## config.mk

```make
export PLATFORM = sky130hd
export DESIGN_NAME = slot_retire_ring
export DESIGN_NICKNAME = d
export VERILOG_FILES = /design/src/rtl/slot_ring_pkg.sv /design/src/rtl/slot_ring_alloc.sv /design/src/rtl/slot_ring_retire.sv /design/src/rtl/slot_ring_addr.sv /design/src/rtl/slot_retire_ring.sv
export SDC_FILE = /design/constraint.sdc
export NUM_CORES = 1
export LEC_CHECK = 0
export BUFFER_PORTS_ARGS = -buffer_cell sky130_fd_sc_hd__buf_2
export CAP_MARGIN = 30
export CELL_PAD_IN_SITES_DETAIL_PLACEMENT = 0
export CELL_PAD_IN_SITES_GLOBAL_PLACEMENT = 2
export CORE_ASPECT_RATIO = 0.8
export CORE_UTILIZATION = 36
export CTS_BUF_LIST = sky130_fd_sc_hd__clkbuf_8 sky130_fd_sc_hd__clkbuf_16
export DETAILED_ROUTE_END_ITERATION = 6
export GPL_TIMING_DRIVEN = 0
export PLACE_DENSITY_LB_ADDON = 0.1
export SYNTH_ARGS = -nofsm -noshare
export SYNTH_HDL_FRONTEND = slang
export SYNTH_SLANG_ARGS = --single-unit
export TNS_END_PERCENT = 10
```

## constraint.sdc

```tcl
create_clock -name clk_i -period 8.2 [get_ports clk_i]
set_input_delay 0.82 -clock clk_i [delete_from_list [all_inputs] [get_ports clk_i]]
set_output_delay 0.82 -clock clk_i [all_outputs]
set_load 0.05 [all_outputs]
```

## src/rtl/slot_ring_pkg.sv

```systemverilog
package slot_ring_pkg;

  function automatic int unsigned umin(int unsigned a, int unsigned b);
    return (a < b) ? a : b;
  endfunction

endpackage

```

## src/rtl/slot_ring_alloc.sv

```systemverilog
module slot_ring_alloc
  import slot_ring_pkg::*;
#(
  parameter int DEPTH = 8,
  parameter int IDX_W = $clog2(DEPTH) + 1
) (
  input  logic             clk_i,
  input  logic             rst_ni,
  input  logic             req_i,
  input  logic [IDX_W-1:0] cnt_i,
  input  logic [IDX_W-1:0] rd_idx_i,
  output logic [IDX_W-1:0] grant_o,
  output logic [IDX_W-1:0] wr_idx_o,
  output logic [IDX_W-1:0] free_o
);
  localparam logic [IDX_W-1:0] DEPTH_V = IDX_W'(DEPTH);

  logic [IDX_W-1:0] wr_q;
  logic [IDX_W-1:0] used;

  assign used    = wr_q - rd_idx_i;
  assign free_o  = DEPTH_V - used;
  assign grant_o = req_i ? IDX_W'(umin(int'(cnt_i), int'(free_o))) : '0;

  always_ff @(posedge clk_i or negedge rst_ni) begin
    if (!rst_ni) wr_q <= '0;
    else         wr_q <= wr_q + grant_o;
  end

  assign wr_idx_o = wr_q;


  used_bound_chk: assert property (@(posedge clk_i) disable iff (!rst_ni)
    (wr_q - rd_idx_i) <= DEPTH_V);

endmodule

```

## src/rtl/slot_ring_retire.sv

```systemverilog
module slot_ring_retire #(
  parameter int DEPTH  = 8,
  parameter int IDX_W  = $clog2(DEPTH) + 1,
  parameter int SLOT_W = $clog2(DEPTH)
) (
  input  logic              clk_i,
  input  logic              rst_ni,
  input  logic              cmpl_vld_i,
  input  logic [SLOT_W-1:0] cmpl_slot_i,
  input  logic [IDX_W-1:0]  disp_idx_i,
  output logic [IDX_W-1:0]  rd_idx_o,
  output logic              moved_o,
  output logic              err_o
);
  logic [IDX_W-1:0]  rd_q;
  logic [DEPTH-1:0]  map_q;
  logic              moved_q, err_q;

  logic [SLOT_W-1:0] rd_slot, ofs, p;
  logic [IDX_W-1:0]  outstanding, run;
  logic              in_win, dup, ok, bad, go;
  logic [DEPTH-1:0]  merged, nxt_map;

  assign rd_slot     = rd_q[SLOT_W-1:0];
  assign ofs         = cmpl_slot_i - rd_slot;
  assign outstanding = disp_idx_i - rd_q;
  assign in_win      = IDX_W'(ofs) < outstanding;
  assign dup         = map_q[cmpl_slot_i];
  assign ok          = cmpl_vld_i && in_win && !dup;
  assign bad         = cmpl_vld_i && !ok;

  // mark the new bit, then scan the finished run from the read slot
  always_comb begin
    merged = map_q;
    if (ok) merged[cmpl_slot_i] = 1'b1;
    nxt_map = merged;
    run     = '0;
    go      = 1'b1;
    p       = '0;
    for (int i = 0; i < DEPTH; i++) begin
      p = rd_slot + SLOT_W'(i);
      if (go && merged[p]) begin
        nxt_map[p] = 1'b0;
        run        = run + IDX_W'(1);
      end else begin
        go = 1'b0;
      end
    end
  end

  always_ff @(posedge clk_i or negedge rst_ni) begin
    if (!rst_ni) begin
      rd_q    <= '0;
      map_q   <= '0;
      moved_q <= 1'b0;
      err_q   <= 1'b0;
    end else begin
      if (ok) begin
        map_q <= nxt_map;
        rd_q  <= rd_q + run;
      end
      moved_q <= ok && (run != '0);
      err_q   <= err_q | bad;
    end
  end

  assign rd_idx_o = rd_q;
  assign moved_o  = moved_q;
  assign err_o    = err_q;


  head_clear_chk: assert property (@(posedge clk_i) disable iff (!rst_ni)
    !map_q[rd_slot]);


  moved_real_chk: assert property (@(posedge clk_i) disable iff (!rst_ni)
    moved_q |-> (rd_q != $past(rd_q)));


  err_sticky_chk: assert property (@(posedge clk_i) disable iff (!rst_ni)
    err_q |=> err_q);

endmodule

```

## src/rtl/slot_ring_addr.sv

```systemverilog
module slot_ring_addr #(
  parameter int DEPTH     = 8,
  parameter int ADDR_W    = 32,
  parameter int PKT_BYTES = 64,
  parameter int IDX_W     = $clog2(DEPTH) + 1,
  parameter int SLOT_W    = $clog2(DEPTH)
) (
  input  logic              clk_i,
  input  logic              rst_ni,
  input  logic [IDX_W-1:0]  grant_i,
  input  logic [SLOT_W-1:0] wr_slot_i,
  input  logic [ADDR_W-1:0] base_i,
  input  logic [SLOT_W-1:0] disp_slot_i,
  output logic [ADDR_W-1:0] disp_addr_o
);
  logic [DEPTH-1:0][ADDR_W-1:0] addr_all;

  for (genvar s = 0; s < DEPTH; s++) begin : g_slot
    logic [SLOT_W-1:0] k;
    logic [ADDR_W-1:0] addr_q;
    logic              hit;

    assign k   = SLOT_W'(s) - wr_slot_i;
    assign hit = IDX_W'(k) < grant_i;

    always_ff @(posedge clk_i or negedge rst_ni) begin
      if (!rst_ni)  addr_q <= '0;
      else if (hit) addr_q <= base_i + ADDR_W'(k) * ADDR_W'(PKT_BYTES);
    end

    assign addr_all[s] = addr_q;
  end

  assign disp_addr_o = addr_all[disp_slot_i];

endmodule

```

## src/rtl/slot_retire_ring.sv

```systemverilog
module slot_retire_ring #(
  parameter int DEPTH     = 8,
  parameter int ADDR_W    = 32,
  parameter int PKT_BYTES = 64,
  localparam int IDX_W    = $clog2(DEPTH) + 1,
  localparam int SLOT_W   = $clog2(DEPTH)
) (
  input  logic              clk_i,
  input  logic              rst_ni,
  input  logic              alloc_req_i,
  input  logic [IDX_W-1:0]  alloc_cnt_i,
  input  logic [ADDR_W-1:0] host_addr_i,
  output logic [IDX_W-1:0]  alloc_grant_o,
  input  logic              disp_adv_i,
  input  logic              cmpl_vld_i,
  input  logic [SLOT_W-1:0] cmpl_slot_i,
  output logic [IDX_W-1:0]  free_cnt_o,
  output logic [IDX_W-1:0]  wr_idx_o,
  output logic [IDX_W-1:0]  disp_idx_o,
  output logic [IDX_W-1:0]  rd_idx_o,
  output logic              disp_pend_o,
  output logic [ADDR_W-1:0] disp_addr_o,
  output logic              rd_moved_o,
  output logic              cmpl_err_o
);
  logic [IDX_W-1:0] wr_idx, rd_idx, grant;
  logic [IDX_W-1:0] disp_q;

  slot_ring_alloc #(.DEPTH(DEPTH), .IDX_W(IDX_W)) u_alloc (
    .clk_i    (clk_i),
    .rst_ni   (rst_ni),
    .req_i    (alloc_req_i),
    .cnt_i    (alloc_cnt_i),
    .rd_idx_i (rd_idx),
    .grant_o  (grant),
    .wr_idx_o (wr_idx),
    .free_o   (free_cnt_o)
  );

  assign disp_pend_o = (disp_q != wr_idx);

  always_ff @(posedge clk_i or negedge rst_ni) begin
    if (!rst_ni)                        disp_q <= '0;
    else if (disp_adv_i && disp_pend_o) disp_q <= disp_q + IDX_W'(1);
  end

  slot_ring_retire #(.DEPTH(DEPTH), .IDX_W(IDX_W), .SLOT_W(SLOT_W)) u_retire (
    .clk_i       (clk_i),
    .rst_ni      (rst_ni),
    .cmpl_vld_i  (cmpl_vld_i),
    .cmpl_slot_i (cmpl_slot_i),
    .disp_idx_i  (disp_q),
    .rd_idx_o    (rd_idx),
    .moved_o     (rd_moved_o),
    .err_o       (cmpl_err_o)
  );

  slot_ring_addr #(
    .DEPTH(DEPTH), .ADDR_W(ADDR_W), .PKT_BYTES(PKT_BYTES),
    .IDX_W(IDX_W), .SLOT_W(SLOT_W)
  ) u_addr (
    .clk_i       (clk_i),
    .rst_ni      (rst_ni),
    .grant_i     (grant),
    .wr_slot_i   (wr_idx[SLOT_W-1:0]),
    .base_i      (host_addr_i),
    .disp_slot_i (disp_q[SLOT_W-1:0]),
    .disp_addr_o (disp_addr_o)
  );

  assign alloc_grant_o = grant;
  assign wr_idx_o      = wr_idx;
  assign rd_idx_o      = rd_idx;
  assign disp_idx_o    = disp_q;


  disp_window_chk: assert property (@(posedge clk_i) disable iff (!rst_ni)
    (disp_q - rd_idx) <= (wr_idx - rd_idx));


  disp_hold_chk: assert property (@(posedge clk_i) disable iff (!rst_ni)
    !disp_adv_i |=> $stable(disp_q));

endmodule

```

# == Word level (Yosys, flattened, before mapping) ==
# Index checks and enable logic that the tools add are counted.
# totals
reg_bits,278
inputBits,44
output_inout_bits,55
elab_cells,187
# classes
add_sub_neg,37
order_cmp,29
n_eq_ne,1
muxes,64
n_bitwise,18
reduce_logical,24
# ops
op,n
32-bit by 9-bit adder with 32-bit output,8
32-bit binary-select mux with 3-bit select,1
8-bit two-way mux,9
8-bit bitwise AND,8
8-bit inverter,8
"3-bit by 4-bit less-than comparator with 1-bit output, second input constant",10
3-bit by 4-bit less-than comparator with 1-bit output,9
4-bit two-way mux,9
32-bit two-way mux,1
"4-bit by 1-bit adder with 4-bit output, second input constant",7
1-bit binary-select mux with 3-bit select,9
1-bit demux with 3-bit select,9
"3-bit by 1-bit greater-or-equal comparator with 1-bit output, second input constant",9
1-bit two-way mux,26
1-bit logical AND,21
"3-bit adder, second input constant",4
"3-bit subtractor, first input constant",4
4-bit adder,2
8-bit OR,1
4-bit subtractor,2
"3-bit by 2-bit adder with 3-bit output, second input constant",2
"1-bit by 3-bit subtractor with 3-bit output, first input constant",2
"2-bit by 3-bit subtractor with 3-bit output, first input constant",2
4-bit less-than comparator,1
other kinds (8),9

# == Longest topological paths before layout ==
# Gate-level depths: netlist (run 1).
# depth
word_depth,25
mapped_depth,42
depth_no_buf,37

# == By module ==
# From an unflattened synthesis (run 1), not the netlist that was laid out.
# hier_totals
cells_unflattened,1972
area_unflattened_um2,19297.3
# by_module_without_submodules
module,n_inst,cells_per_inst,area_each_um2,seq_area_each_um2
slot_ring_addr,1,1526,15557.4,6406.1
slot_ring_retire,1,384,3084.2,350.3
slot_ring_alloc,1,43,431.7,100.1
slot_retire_ring,1,19,224.0,100.1

# == Worst setup path after synthesis (run 1) ==
# No wires, ideal clock.
# synth_timing
kind,register to register
from,reg disp_q[0] (netlist: disp_idx_o[0])
to,reg u_retire.rd_q[3] (netlist: u_retire.rd_idx_o[3])
setup_time_ps,149
arrival_time_ps,9179
required_time_ps,8051
path_slack_ps,-1128
stages_incl_launch_ff,43
path_cell_list,dfrtp_1 -> clkbuf_1 -> buf_1 -> buf_1 -> inv_1 -> ha_1 -> inv_1 -> fa_1 -> inv_1 -> ha_1 -> and2_1 -> clkbuf_1 -> a21oi_1 -> a21o_1 -> buf_2 -> a41oi_1 -> mux4_2 -> a211oi_2 -> [7 not listed] -> a21oi_1 -> ha_1 -> mux2_2 -> ha_1 -> nand3_1 -> a31oi_1 -> ha_1 -> or4b_1 -> mux2i_1 -> mux2i_1 -> mux2i_1 -> xnor2_1 -> nor3_1 -> ha_1 -> a21oi_1 -> o31a_1 -> nor3_2 -> xor2_1
# synth_between
elab_chain_len,23
elab_cells_between_ends,51
cone_classes,9 x add/sub; 1 x order compare; 32 x mux; 9 x reduce/logical
# synth_rtl
item,line,text
start: declaration,slot_retire_ring.sv:27,logic [IDX_W-1:0] disp_q;
start signal: assignment,slot_retire_ring.sv:44,else if (disp_adv_i && disp_pend_o) disp_q <= disp_q + IDX_W'(1);
4-bit subtractor *,slot_ring_retire.sv:26,assign outstanding = disp_idx_i - rd_q;
3-bit by 4-bit less-than comparator with 1-bit output *,slot_ring_retire.sv:27,assign in_win = IDX_W'(ofs) < outstanding;
1-bit logical AND * (2 in a row),slot_ring_retire.sv:29,assign ok = cmpl_vld_i && in_win && !dup;
8-bit two-way mux,slot_ring_retire.sv:35,if (ok) merged[cmpl_slot_i] = 1'b1;
1-bit binary-select mux with 3-bit select,slot_ring_retire.sv:42,if (go && merged[p]) begin
1-bit two-way mux (not written as such),slot_ring_retire.sv:42,
1-bit two-way mux,slot_ring_retire.sv:42,
1-bit by 1-bit adder with 2-bit output / 1-bit logical AND (equally long branches),"slot_ring_retire.sv:44, slot_ring_retire.sv:42",
[6 not listed],--,
4-bit two-way mux / 1-bit two-way mux (equally long branches),slot_ring_retire.sv:42,
4-bit by 1-bit adder with 4-bit output / 1-bit logical AND (equally long branches),"slot_ring_retire.sv:44, slot_ring_retire.sv:42",
4-bit two-way mux / 1-bit two-way mux (equally long branches),slot_ring_retire.sv:42,
4-bit by 1-bit adder with 4-bit output / 1-bit logical AND (equally long branches),"slot_ring_retire.sv:44, slot_ring_retire.sv:42",
4-bit two-way mux / 1-bit two-way mux (equally long branches),slot_ring_retire.sv:42,
4-bit by 1-bit adder with 4-bit output / 1-bit logical AND (equally long branches),"slot_ring_retire.sv:44, slot_ring_retire.sv:42",
4-bit two-way mux,slot_ring_retire.sv:42,
4-bit adder,slot_ring_retire.sv:60,rd_q <= rd_q + run;
end signal: assignment,slot_ring_retire.sv:60,
end: declaration,slot_ring_retire.sv:15,logic [IDX_W-1:0] rd_q;
# Mark *: on every way between the ends. The rest lies on a longest branch, timed or not. The select of a mux whose other input is x is not followed.
# A chain may end at the register's enable or synchronous reset.

# == Worst setup path after layout (run 1) ==
# layout_timing
from,reg u_retire.rd_q[0] (netlist: u_retire.rd_idx_o[0])
to,reg u_retire.rd_q[3] (netlist: u_retire.rd_idx_o[3])
# layout_between
elab_chain_len,23
elab_cells_between_ends,59
cone_classes,17 x add/sub; 1 x order compare; 32 x mux; 9 x reduce/logical
# layout_rtl
item,line
4-bit subtractor / 3-bit subtractor (equally long branches),"slot_ring_retire.sv:26, slot_ring_retire.sv:25"
3-bit by 4-bit less-than comparator with 1-bit output,slot_ring_retire.sv:27
1-bit logical AND (2 in a row),slot_ring_retire.sv:29
8-bit two-way mux,slot_ring_retire.sv:35
1-bit binary-select mux with 3-bit select,slot_ring_retire.sv:42
1-bit two-way mux (not written as such),slot_ring_retire.sv:42
1-bit two-way mux,slot_ring_retire.sv:42
1-bit by 1-bit adder with 2-bit output / 1-bit logical AND (equally long branches),"slot_ring_retire.sv:44, slot_ring_retire.sv:42"
[6 not listed],--
4-bit two-way mux / 1-bit two-way mux (equally long branches),slot_ring_retire.sv:42
4-bit by 1-bit adder with 4-bit output / 1-bit logical AND (equally long branches),"slot_ring_retire.sv:44, slot_ring_retire.sv:42"
4-bit two-way mux / 1-bit two-way mux (equally long branches),slot_ring_retire.sv:42
4-bit by 1-bit adder with 4-bit output / 1-bit logical AND (equally long branches),"slot_ring_retire.sv:44, slot_ring_retire.sv:42"
4-bit two-way mux / 1-bit two-way mux (equally long branches),slot_ring_retire.sv:42
4-bit by 1-bit adder with 4-bit output / 1-bit logical AND (equally long branches),"slot_ring_retire.sv:44, slot_ring_retire.sv:42"
4-bit two-way mux,slot_ring_retire.sv:42
4-bit adder,slot_ring_retire.sv:60
# Several ways; a longest one is shown, not always the timed one. The select of a mux whose other input is x is not followed.

==> results of run 1 <==
-- worst max-delay path, delay by kind of cell, from the launching register on --
| family | cells | cell delay, ps |
|---|---|---|
| buf+inv | 4 | 500 |
| xor+xnor | 4 | 600 |
| mux | 4 | 1000 |
| flops | 1 | 530 |
| fa+ha+maj | 9 | 2390 |
| simple gates | 9 | 1860 |
| compound gates | 8 | 1380 |
-- layout by cell type (no fill, tap or decap), drive strengths merged, types with 4 or more instances in the layout --
master / synthesis / routed
a22oi: 4 / 4
a221oi: 6 / 6
inv: 46 / 49
mux2: 98 / 98
xnor2: 133 / 133
a21o: 21 / 21
mux2i: 17 / 17
buf: 23 / 168
a31oi: 10 / 10
o21a: 8 / 8
a32o: 7 / 7
xor2: 89 / 89
nor2: 212 / 212
nand2: 214 / 214
mux4: 66 / 66
and2: 20 / 20
a21oi: 132 / 132
a22o: 6 / 6
and3: 12 / 12
ha: 59 / 59
clkinv: 0 / 4
nor4: 15 / 15
nand2b: 9 / 9
nor3: 31 / 31
dfrtp: 278 / 278
clkbuf: 104 / 147
clkinvlp: 0 / 4
fa: 10 / 10
o31ai: 6 / 6
nand4: 7 / 7
o21ai: 119 / 119
a211oi: 25 / 25
nand3: 39 / 39
nor2b: 15 / 15
-- flip-flops by register name, indices dropped and copies added (netlist names) --
register and count:
u_addr.g_slot.addr_q 256, u_retire.map_q 8, disp_idx_o 4, u_alloc.wr_idx_o 4
u_retire.rd_idx_o 4, u_retire.err_o 1, u_retire.moved_o 1
-- cell type report --
cell class | instances | share of cell area [%]
inverters | 46 | 0.880
flip-flops and latches | 278 | 32.2
repair buffers | 146 | 4.94
multi-input cells | 1434 | 50.1
plain buffers | 123 | 2.67
well taps | 675 | 3.91
diodes | 1 | 0.0116
clock buffers | 46 | 4.75
clock inverters | 13 | 0.550
-- cells by family after synthesis --
logic type / synth area share, %
AOI/OAI and AO/OA: 12.1
xor gates and xnor gates: 10.7
adders and majority gates: 5.18
buffers and inverters: 3.72
DFF: 38.4
muxes: 15.2
and+or+nand+nor: 14.6
-- worst paths after layout --
path / from / end / slack, ps / depth (start not counted)
setup / recovery: u_retire.rd_idx_o[0]$_DFFE_PN0N_ / u_retire.rd_idx_o[3]$_DFFE_PN0N_ / -140 / 38
max in group asynchronous: rst_ni / u_addr.g_slot[3].addr_q[20]$_DFFE_PN0N_ / 6860 / 2
setup reg to reg: u_retire.rd_idx_o[0]$_DFFE_PN0N_ / u_retire.rd_idx_o[3]$_DFFE_PN0N_ / -140 / 38
hold reg to reg: u_retire.err_o$_DFF_PN0_ / u_retire.err_o$_DFF_PN0_ / 470 / 1
hold / removal: rst_ni / u_addr.g_slot[1].addr_q[3]$_DFFE_PN0N_ / 260 / 1
min in group clk_i: u_retire.err_o$_DFF_PN0_ / u_retire.err_o$_DFF_PN0_ / 470 / 1
-- per-stage QoR --
| step | cells | hold slack, ps |
|---|---|---|
| final | 2762 | 257 |
| after global routing | 2761 | 289 |
| after global placement | 2646 | 446 |
| after detailed placement | 2672 | 463 |
| after CTS | 2758 | 275 |
| after floorplan | 1885 | 445 |
-- what timing repair did --
action,4_1_cts,5_1_grt
gates resized for setup,54,2
pin swaps,26,0
setup buffers,32,0
endpoints found under the setup margin,4,2
-- per-layer routing --
metal,track usage [%],part of all wire (%),up-vias
met4,6.73,2.0,2
met5,0,0.024,-
met3,3.79,5.9,88
met2,43.1,45,509
met1,40.8,47,7712
li1,-,-,6925
==> impl_metrics.py, run 1 <==
metrics = {
    "run_status": {
        "outcome": "finished, violations left",
        "violations": "negative setup slack",
    },
    "drt": {
        "first_pass_iters": 7,
        "ant_nets": 0,
        "wirelength_mm": 70.0,
        "vias": 15200,
        "drt_iter0_markers": 1232,
        "drc": 0,
        "wl_per_cell_um": 25.3,
        "avgViaCountPerCell": 5.52,
    },
    "timing": {
        "drv_slew": 0,
        "skew_ps": 33.4,
        "finalSetupViolations": 1,
        "setup_tns_ps": -140,
        "maxSlewHeadroom_pct": 29.1,
        "fin_ws_ps": -140,
        "fin_crit_sh_pct": 102,
        "hold_viol": 0,
        "rsz0062_at_grt": "true",
        "period_needed_ps": 8340,
        "tightest_slew_ps": 1060,
        "fmax_mhz": 120,
    },
    "synthesis": {
        "syn_inst": 1885,
        "synth_common_cells": "278 x dfrtp_1, 214 x nand2_1, 210 x nor2_1",
        "synth_area_leaders": "dfrtp_1 38%, mux4_2 8.2%, xnor2_1 6.4%, mux2_2 6.1%, nand2_1 4.4%",
        "synth_top_cell_by_area": "dfrtp_1",
        "avgSynthCellArea_um2": 9.61,
        "netlist.area_leader.share_pct": 38.4,
        "yosysUniqueCellTypes": 75,
        "synth_warnings": 0,
        "ys_async_sr_fraction_pct": 100,
        "ys.flop_type": "dfrtp_1",
        "synthesis.area_um2": 18100,
        "yosysMostFrequentCell": "dfrtp_1",
        "synth-edff-count": 0,
        "ys_seq_elements": 278,
        "synth_fp_nets": 1998,
        "synth-seq-area-share_pct": 38.4,
    },
    "final_layout": {
        "multi_input_area_um2": 10800,
        "regArea_um2": 6970,
        "fin_area_um2": 21600,
        "n_fill_cell": 4918,
        "drive_above_1_share_pct": 21.2,
        "final_util_pct": 43.5,
        "final_nets": 2177,
        "syn_to_final_growth_pct": 19.3,
    },
    "floorplanning": {
        "coreArea_um2": 49700,
        "die_x_um": 253,
        "initial_core_util_pct": 36.5,
        "rows": 73,
        "fp.dieH_um": 203,
        "die_area_um2": 51200,
        "io_pins": 99,
    },
    "global_routing": {
        "grt-ovfl-total": 0,
        "grt_pass1_wl_mm": 103,
        "antenna_found_initial": 6,
        "grt_pass1_vias": 15200,
        "grt_max_degree": 109,
        "grt_util_all_layers_pct": 27.8,
    },
    "clock_network": {
        "cts.sinks": 278,
        "cts_tree": "built",
        "cts_buffer_depth": 3,
        "path_clk_slew_ps": 60,
        "cts_root_buf": "clkbuf_16",
        "cts_hold_buffers": 0,
        "clkLatencyLatePin_ps": 550,
        "numCtsBuffers": 35,
        "h-tree-depth": 2,
    },
    "worst_setup_path": {
        "cp.arrival_ps": 8780,
        "max_stage_delay_ps": 530,
        "path_class": "flip-flop to flip-flop",
        "path_max_fanout": 7,
        "worstPathRequired_ps": 8640,
        "slowest_stage": "dfrtp_4",
        "crit_top_cell": "ha_4",
        "end_kind": "flip-flop",
        "cp-start-kind": "flip-flop",
    },
    "place": {
        "gp_congestion": 0.858,
        "placed_area_um2": 20000,
        "hpwl_mm": 49.2,
        "port_buffers": 86,
        "preCtsSetupSlack_ps": -1550,
    },
    "worst_hold_path": {
        "hold_class": "input port to async pin",
    },
    "job": {
        "cap_violations": 0,
    },
}
Power of run 1 is left out: the tool's default activity adds up to more than one toggle a clock period on the data nets, which glitch-free logic cannot reach.
==> run 2, diff against run 1 <==
RECOVER_POWER = 50   (was not set)
==> run 2 against run 1 <==
  * The run ends with max-capacitance violations, max-slew violations, negative setup slack left
  * First-iteration DRC count rose by 1.9%
  * Routed wire length increased by 0.19%
  * Clock-buffer cell count stayed put
  * Utilization fell by 0.15 points
  * Die area is the same
  * Non-clock buffer count did not move
  * Register-to-register slack improved by 20 ps
==> impl_metrics.py, run 2 (synthesized netlist as in run 1, its figures left out) <==
metrics = {
    "timing": {
        "maxSlewHeadroom_pct": -193,
        "hold-worst-slack_ps": 469,
        "hold_viol": 0,
        "fin_crit_sh_pct": 101,
        "tightest_slew_ps": 4400,
        "fmax_mhz": 120,
        "period_needed_ps": 8320,
        "drv_slew": 283,
        "fin_ws_ps": -121,
        "finalSetupViolations": 1,
        "rsz0062_at_grt": "true",
        "setup_tns_ps": -121,
        "skew_ps": 37.0,
    },
    "clock_network": {
        "cts_tree": "built",
        "cts_root_buf": "clkbuf_16",
        "cts.sinks": 278,
        "cts_buffer_depth": 3,
        "path_clk_slew_ps": 60,
        "h-tree-depth": 2,
        "numCtsBuffers": 35,
        "clkLatencyLatePin_ps": 550,
        "cts_hold_buffers": 0,
    },
    "floorplanning": {
        "fp.dieH_um": 203,
        "coreArea_um2": 49700,
        "die_x_um": 253,
        "initial_core_util_pct": 36.5,
        "rows": 73,
        "io_pins": 99,
        "die_area_um2": 51200,
    },
    "final_layout": {
        "largest_register_ffs": 256,
        "final_cell_mix": "274 x dfrtp_1, 213 x nand2_1, 210 x nor2_1, 132 x xnor2_1, 125 x a21oi_1",
        "reg_top3": "u_addr.g_slot.addr_q x256, u_retire.map_q x8",
        "final_util_pct": 43.4,
        "largest-register": "u_addr.g_slot.addr_q",
        "syn_to_final_growth_pct": 18.9,
        "layout_commonest_cell": "dfrtp_1",
        "drive_above_1_share_pct": 20.5,
        "final_nets": 2177,
    },
    "worst_hold_path": {
        "min_path_cells": 1,
        "hold_class": "flip-flop to flip-flop",
    },
    "global_routing": {
        "grt_pass1_vias": 15200,
        "grt_pass1_wl_mm": 103,
        "grt_util_all_layers_pct": 27.8,
        "grt_max_degree": 109,
        "antenna_found_initial": 6,
        "grt-ovfl-total": 0,
    },
    "worst_setup_path": {
        "end_kind": "flip-flop",
        "crit_top_cell": "ha_4",
        "critPathBufInv": 4,
        "cp-start-kind": "flip-flop",
        "path_max_fanout": 7,
        "crit_family": "adder cells",
        "max_stage_delay_ps": 530,
        "worstPathRequired_ps": 8650,
        "slowest_stage": "dfrtp_4",
        "r2r_cells": 38,
        "crit_cells": 38,
        "cp.arrival_ps": 8770,
        "path_class": "flip-flop to flip-flop",
    },
    "place": {
        "port_buffers": 86,
        "gp_congestion": 0.858,
        "hpwl_mm": 49.2,
    },
    "run_status": {
        "violations": "max-capacitance violations, max-slew violations, negative setup slack",
        "outcome": "finished, violations left",
    },
    "drt": {
        "drt_iter0_markers": 1256,
        "vias": 15200,
        "wirelength_mm": 70.1,
        "drc": 0,
        "ant_nets": 0,
        "wl_per_cell_um": 25.4,
        "first_pass_iters": 7,
        "avgViaCountPerCell": 5.51,
    },
    "job": {
        "cap_violations": 3,
    },
}
-- run 2: cell types whose count changed in the layout (fill, tap and decap cells not counted), sizes merged --
cell	previous run	this run
clkbuf	147	165
buf	168	150
-- run 2: final cells by class --
cell class                      count  area (µm²)
Antenna cell                        1        2.50
Buffer                            123         577
Clock buffer                       46        1030
Clock inverter                     13         119
Fill cell                        4930       28100
Inverter                           46         190
Multi-Input combinational cell   1434       10800
Sequential cell                   278        6970
Tap cell                          675         845
Timing Repair Buffer              146         993
-- run 2: path summary, 6_finish.rpt --
path / startpoint / to / slack (ps)
setup / recovery: u_retire.rd_idx_o[0]$_DFFE_PN0N_ / u_retire.rd_idx_o[3]$_DFFE_PN0N_ / -120
hold reg to reg: u_retire.err_o$_DFF_PN0_ / u_retire.err_o$_DFF_PN0_ / 470
setup reg to reg: u_retire.rd_idx_o[0]$_DFFE_PN0N_ / u_retire.rd_idx_o[3]$_DFFE_PN0N_ / -120
min in group asynchronous: rst_ni / u_addr.g_slot[1].addr_q[3]$_DFFE_PN0N_ / 1830
hold / removal: u_retire.err_o$_DFF_PN0_ / u_retire.err_o$_DFF_PN0_ / 470
max in group asynchronous: rst_ni / u_addr.g_slot[3].addr_q[20]$_DFFE_PN0N_ / 1770
-- run 2: metrics by stage --
stage / worst slack [ps] / instances / instance area (µm²)
3_5_place_dp: -1550 / 2672 / 20000
5_1_grt: -485 / 2761 / 21500
6_report: -121 / 2762 / 21500
3_3_place_gp: -1600 / 2646 / 19600
4_1_cts: -140 / 2758 / 21600
2_1_floorplan: 61.9 / 1885 / 18300
-- run 2: routing by layer --
metal / global-route usage (%) / wire [µm] / vias to the layer above
met5: 0 / 17 / -
met4: 6.73 / 1400 / 2
met3: 3.79 / 4110 / 85
met2: 43.1 / 31600 / 488
met1: 40.8 / 33000 / 7719
li1: - / - / 6927
-- run 2: timing repair --
action,in CTS,in global routing
resized for setup,54,2
pin swaps,26,0
setup endpoints to repair,4,2
cloned,0,0
hold endpoints to repair,0,0
setup buffers,32,0
Power of run 2 is left out for the same reason.
==> run 3, diff against run 2 <==
CTS_CLUSTER_SIZE = 24   (was not set)
PLACE_DENSITY = 0.84   (was not set)
PLACE_DENSITY_LB_ADDON = not set   (was 0.1)
==> run 3 against run 2 <==
  * Clock skew shrank 18 ps
  * Final area about the same
  * Cell count rose by 0.11%
  * Maximum frequency fell by 0.75%
  * Clock-buffer cell count decreased by 4
  * Setup slack lost 63 ps
  * Via count is 3.0% higher
  * The run still ends with max-capacitance violations, max-slew violations, negative setup slack left
  * Worst hold slack better by 4.5 ps
  * First-iteration DRC count increased by 14%
  * Utilization about the same
  * Critical endpoint unchanged
==> impl_metrics.py, run 3 (synthesized netlist as in run 1, its figures left out) <==
metrics = {
    "clock_network": {
        "numCtsBuffers": 34,
        "cts_root_buf": "clkbuf_16",
        "cts_hold_buffers": 0,
        "cts.sinks": 278,
        "h-tree-depth": 2,
        "cts_buffer_depth": 3,
        "path_clk_slew_ps": 60,
        "clkLatencyLatePin_ps": 540,
        "cts_tree": "built",
    },
    "timing": {
        "fmax_mhz": 119,
        "fin_crit_sh_pct": 102,
        "maxSlewHeadroom_pct": -149,
        "skew_ps": 19.4,
        "drv_slew": 216,
        "fin_ws_ps": -183,
        "hold_viol": 0,
        "period_needed_ps": 8380,
        "hold-worst-slack_ps": 473,
        "tightest_slew_ps": 3730,
        "rsz0062_at_grt": "true",
        "finalSetupViolations": 1,
    },
    "floorplanning": {
        "io_pins": 99,
        "die_area_um2": 51200,
        "fp.dieH_um": 203,
        "coreArea_um2": 49700,
        "die_x_um": 253,
        "rows": 73,
        "initial_core_util_pct": 36.5,
    },
    "final_layout": {
        "final_nets": 2177,
        "n_fill_cell": 4908,
        "final_util_pct": 43.3,
        "multi_input_area_um2": 10900,
        "syn_to_final_growth_pct": 18.8,
        "regArea_um2": 6960,
        "largest-register": "u_addr.g_slot.addr_q",
        "final_cell_mix": "274 x dfrtp_1, 213 x nand2_1, 209 x nor2_1, 129 x xnor2_1, 124 x a21oi_1",
        "reg_top3": "u_addr.g_slot.addr_q x256, u_retire.map_q x8",
        "largest_register_ffs": 256,
        "drive_above_1_share_pct": 21.0,
        "layout_commonest_cell": "dfrtp_1",
    },
    "place": {
        "hpwl_mm": 47.2,
        "port_buffers": 86,
        "preCtsSetupSlack_ps": -1440,
        "gp_congestion": 0.920,
    },
    "drt": {
        "wirelength_mm": 67.0,
        "wl_met3_mm": 5.42,
        "avgViaCountPerCell": 5.67,
        "vias": 15700,
        "drc": 0,
        "met1_length_mm": 30.7,
        "first_pass_iters": 5,
        "wl_met2_mm": 29.1,
        "wl_per_cell_um": 24.2,
        "drt_iter0_markers": 1434,
        "top_layer": "met4",
        "ant_nets": 0,
    },
    "worst_setup_path": {
        "cp.arrival_ps": 8830,
        "path_class": "flip-flop to flip-flop",
        "worstPathRequired_ps": 8650,
        "cp-start-kind": "flip-flop",
        "slowest_stage": "mux4_2",
        "end_kind": "flip-flop",
        "regToRegSetupSlack_ps": -180,
        "crit_top_cell": "ha_4",
        "path_max_fanout": 7,
        "max_stage_delay_ps": 520,
    },
    "run_status": {
        "outcome": "finished, violations left",
        "violations": "max-capacitance violations, max-slew violations, negative setup slack",
    },
    "global_routing": {
        "grt_pass1_vias": 15700,
        "grt_util_all_layers_pct": 26.2,
        "grt_max_degree": 81,
        "antenna_found_initial": 1,
        "grt-ovfl-total": 0,
        "grt_pass1_wl_mm": 100,
    },
    "job": {
        "cap_violations": 3,
    },
    "worst_hold_path": {
        "hold_class": "flip-flop to flip-flop",
    },
}
## run 3: metrics by stage
stage               cells  setup TNS (ps)  area, µm²
floorplan            1885               0      18300
global placement     2646           -3460      19600
detailed placement   2668           -3280      19900
CTS                  2753           -57.5      21400
global route         2764          -11320      21500
finish               2765            -183      21500
## run 3: metal layers
layer	vias to the layer above	global-route usage, %
met5	-	0
met4	0	7.42
met3	106	4.73
met2	713	39.4
met1	7931	38.5
li1	6929	-
## run 3: worst paths after layout
path / startpoint / end / cells past startpoint
worst max-delay path: u_retire.rd_idx_o[0]$_DFFE_PN0N_ / u_retire.rd_idx_o[3]$_DFFE_PN0N_ / 38
worst min-delay path: u_addr.g_slot[5].addr_q[26]$_DFFE_PN0N_ / u_addr.g_slot[5].addr_q[26]$_DFFE_PN0N_ / 2
worst max register to register: u_retire.rd_idx_o[0]$_DFFE_PN0N_ / u_retire.rd_idx_o[3]$_DFFE_PN0N_ / 38
worst min register to register: u_addr.g_slot[5].addr_q[26]$_DFFE_PN0N_ / u_addr.g_slot[5].addr_q[26]$_DFFE_PN0N_ / 2
max in group asynchronous: rst_ni / u_addr.g_slot[0].addr_q[24]$_DFFE_PN0N_ / 3
min in group asynchronous: rst_ni / u_addr.g_slot[2].addr_q[13]$_DFFE_PN0N_ / 1
## run 3: critical path: cells and delay by family, from the launching register on
family	cells	cell delay (ps)
adder cells (fa/ha/maj)	9	2310
multiplexers	5	1590
AO/OA/AOI/OAI	9	1420
AND/OR/NAND/NOR	7	1410
XOR/XNOR	4	610
flip-flops	1	500
buffers and inverters	4	440
## run 3: layout make-up
type	instances	share of cell area (%)
inverter	46	0.884
sequential	278	32.3
clock buffer	42	4.52
timing repair buffer	148	4.48
multi-input combinational	1434	50.7
clock inverter	19	0.546
antenna	1	0.0116
tap	675	3.92
buffer	122	2.62
## run 3: what timing repair did
action,4_1_cts,5_1_grt
buffers inserted,28,10
gates resized for setup,50,24
endpoints found under the setup margin,4,2
pin swaps,23,27
Power of run 3 is left out for the same reason.
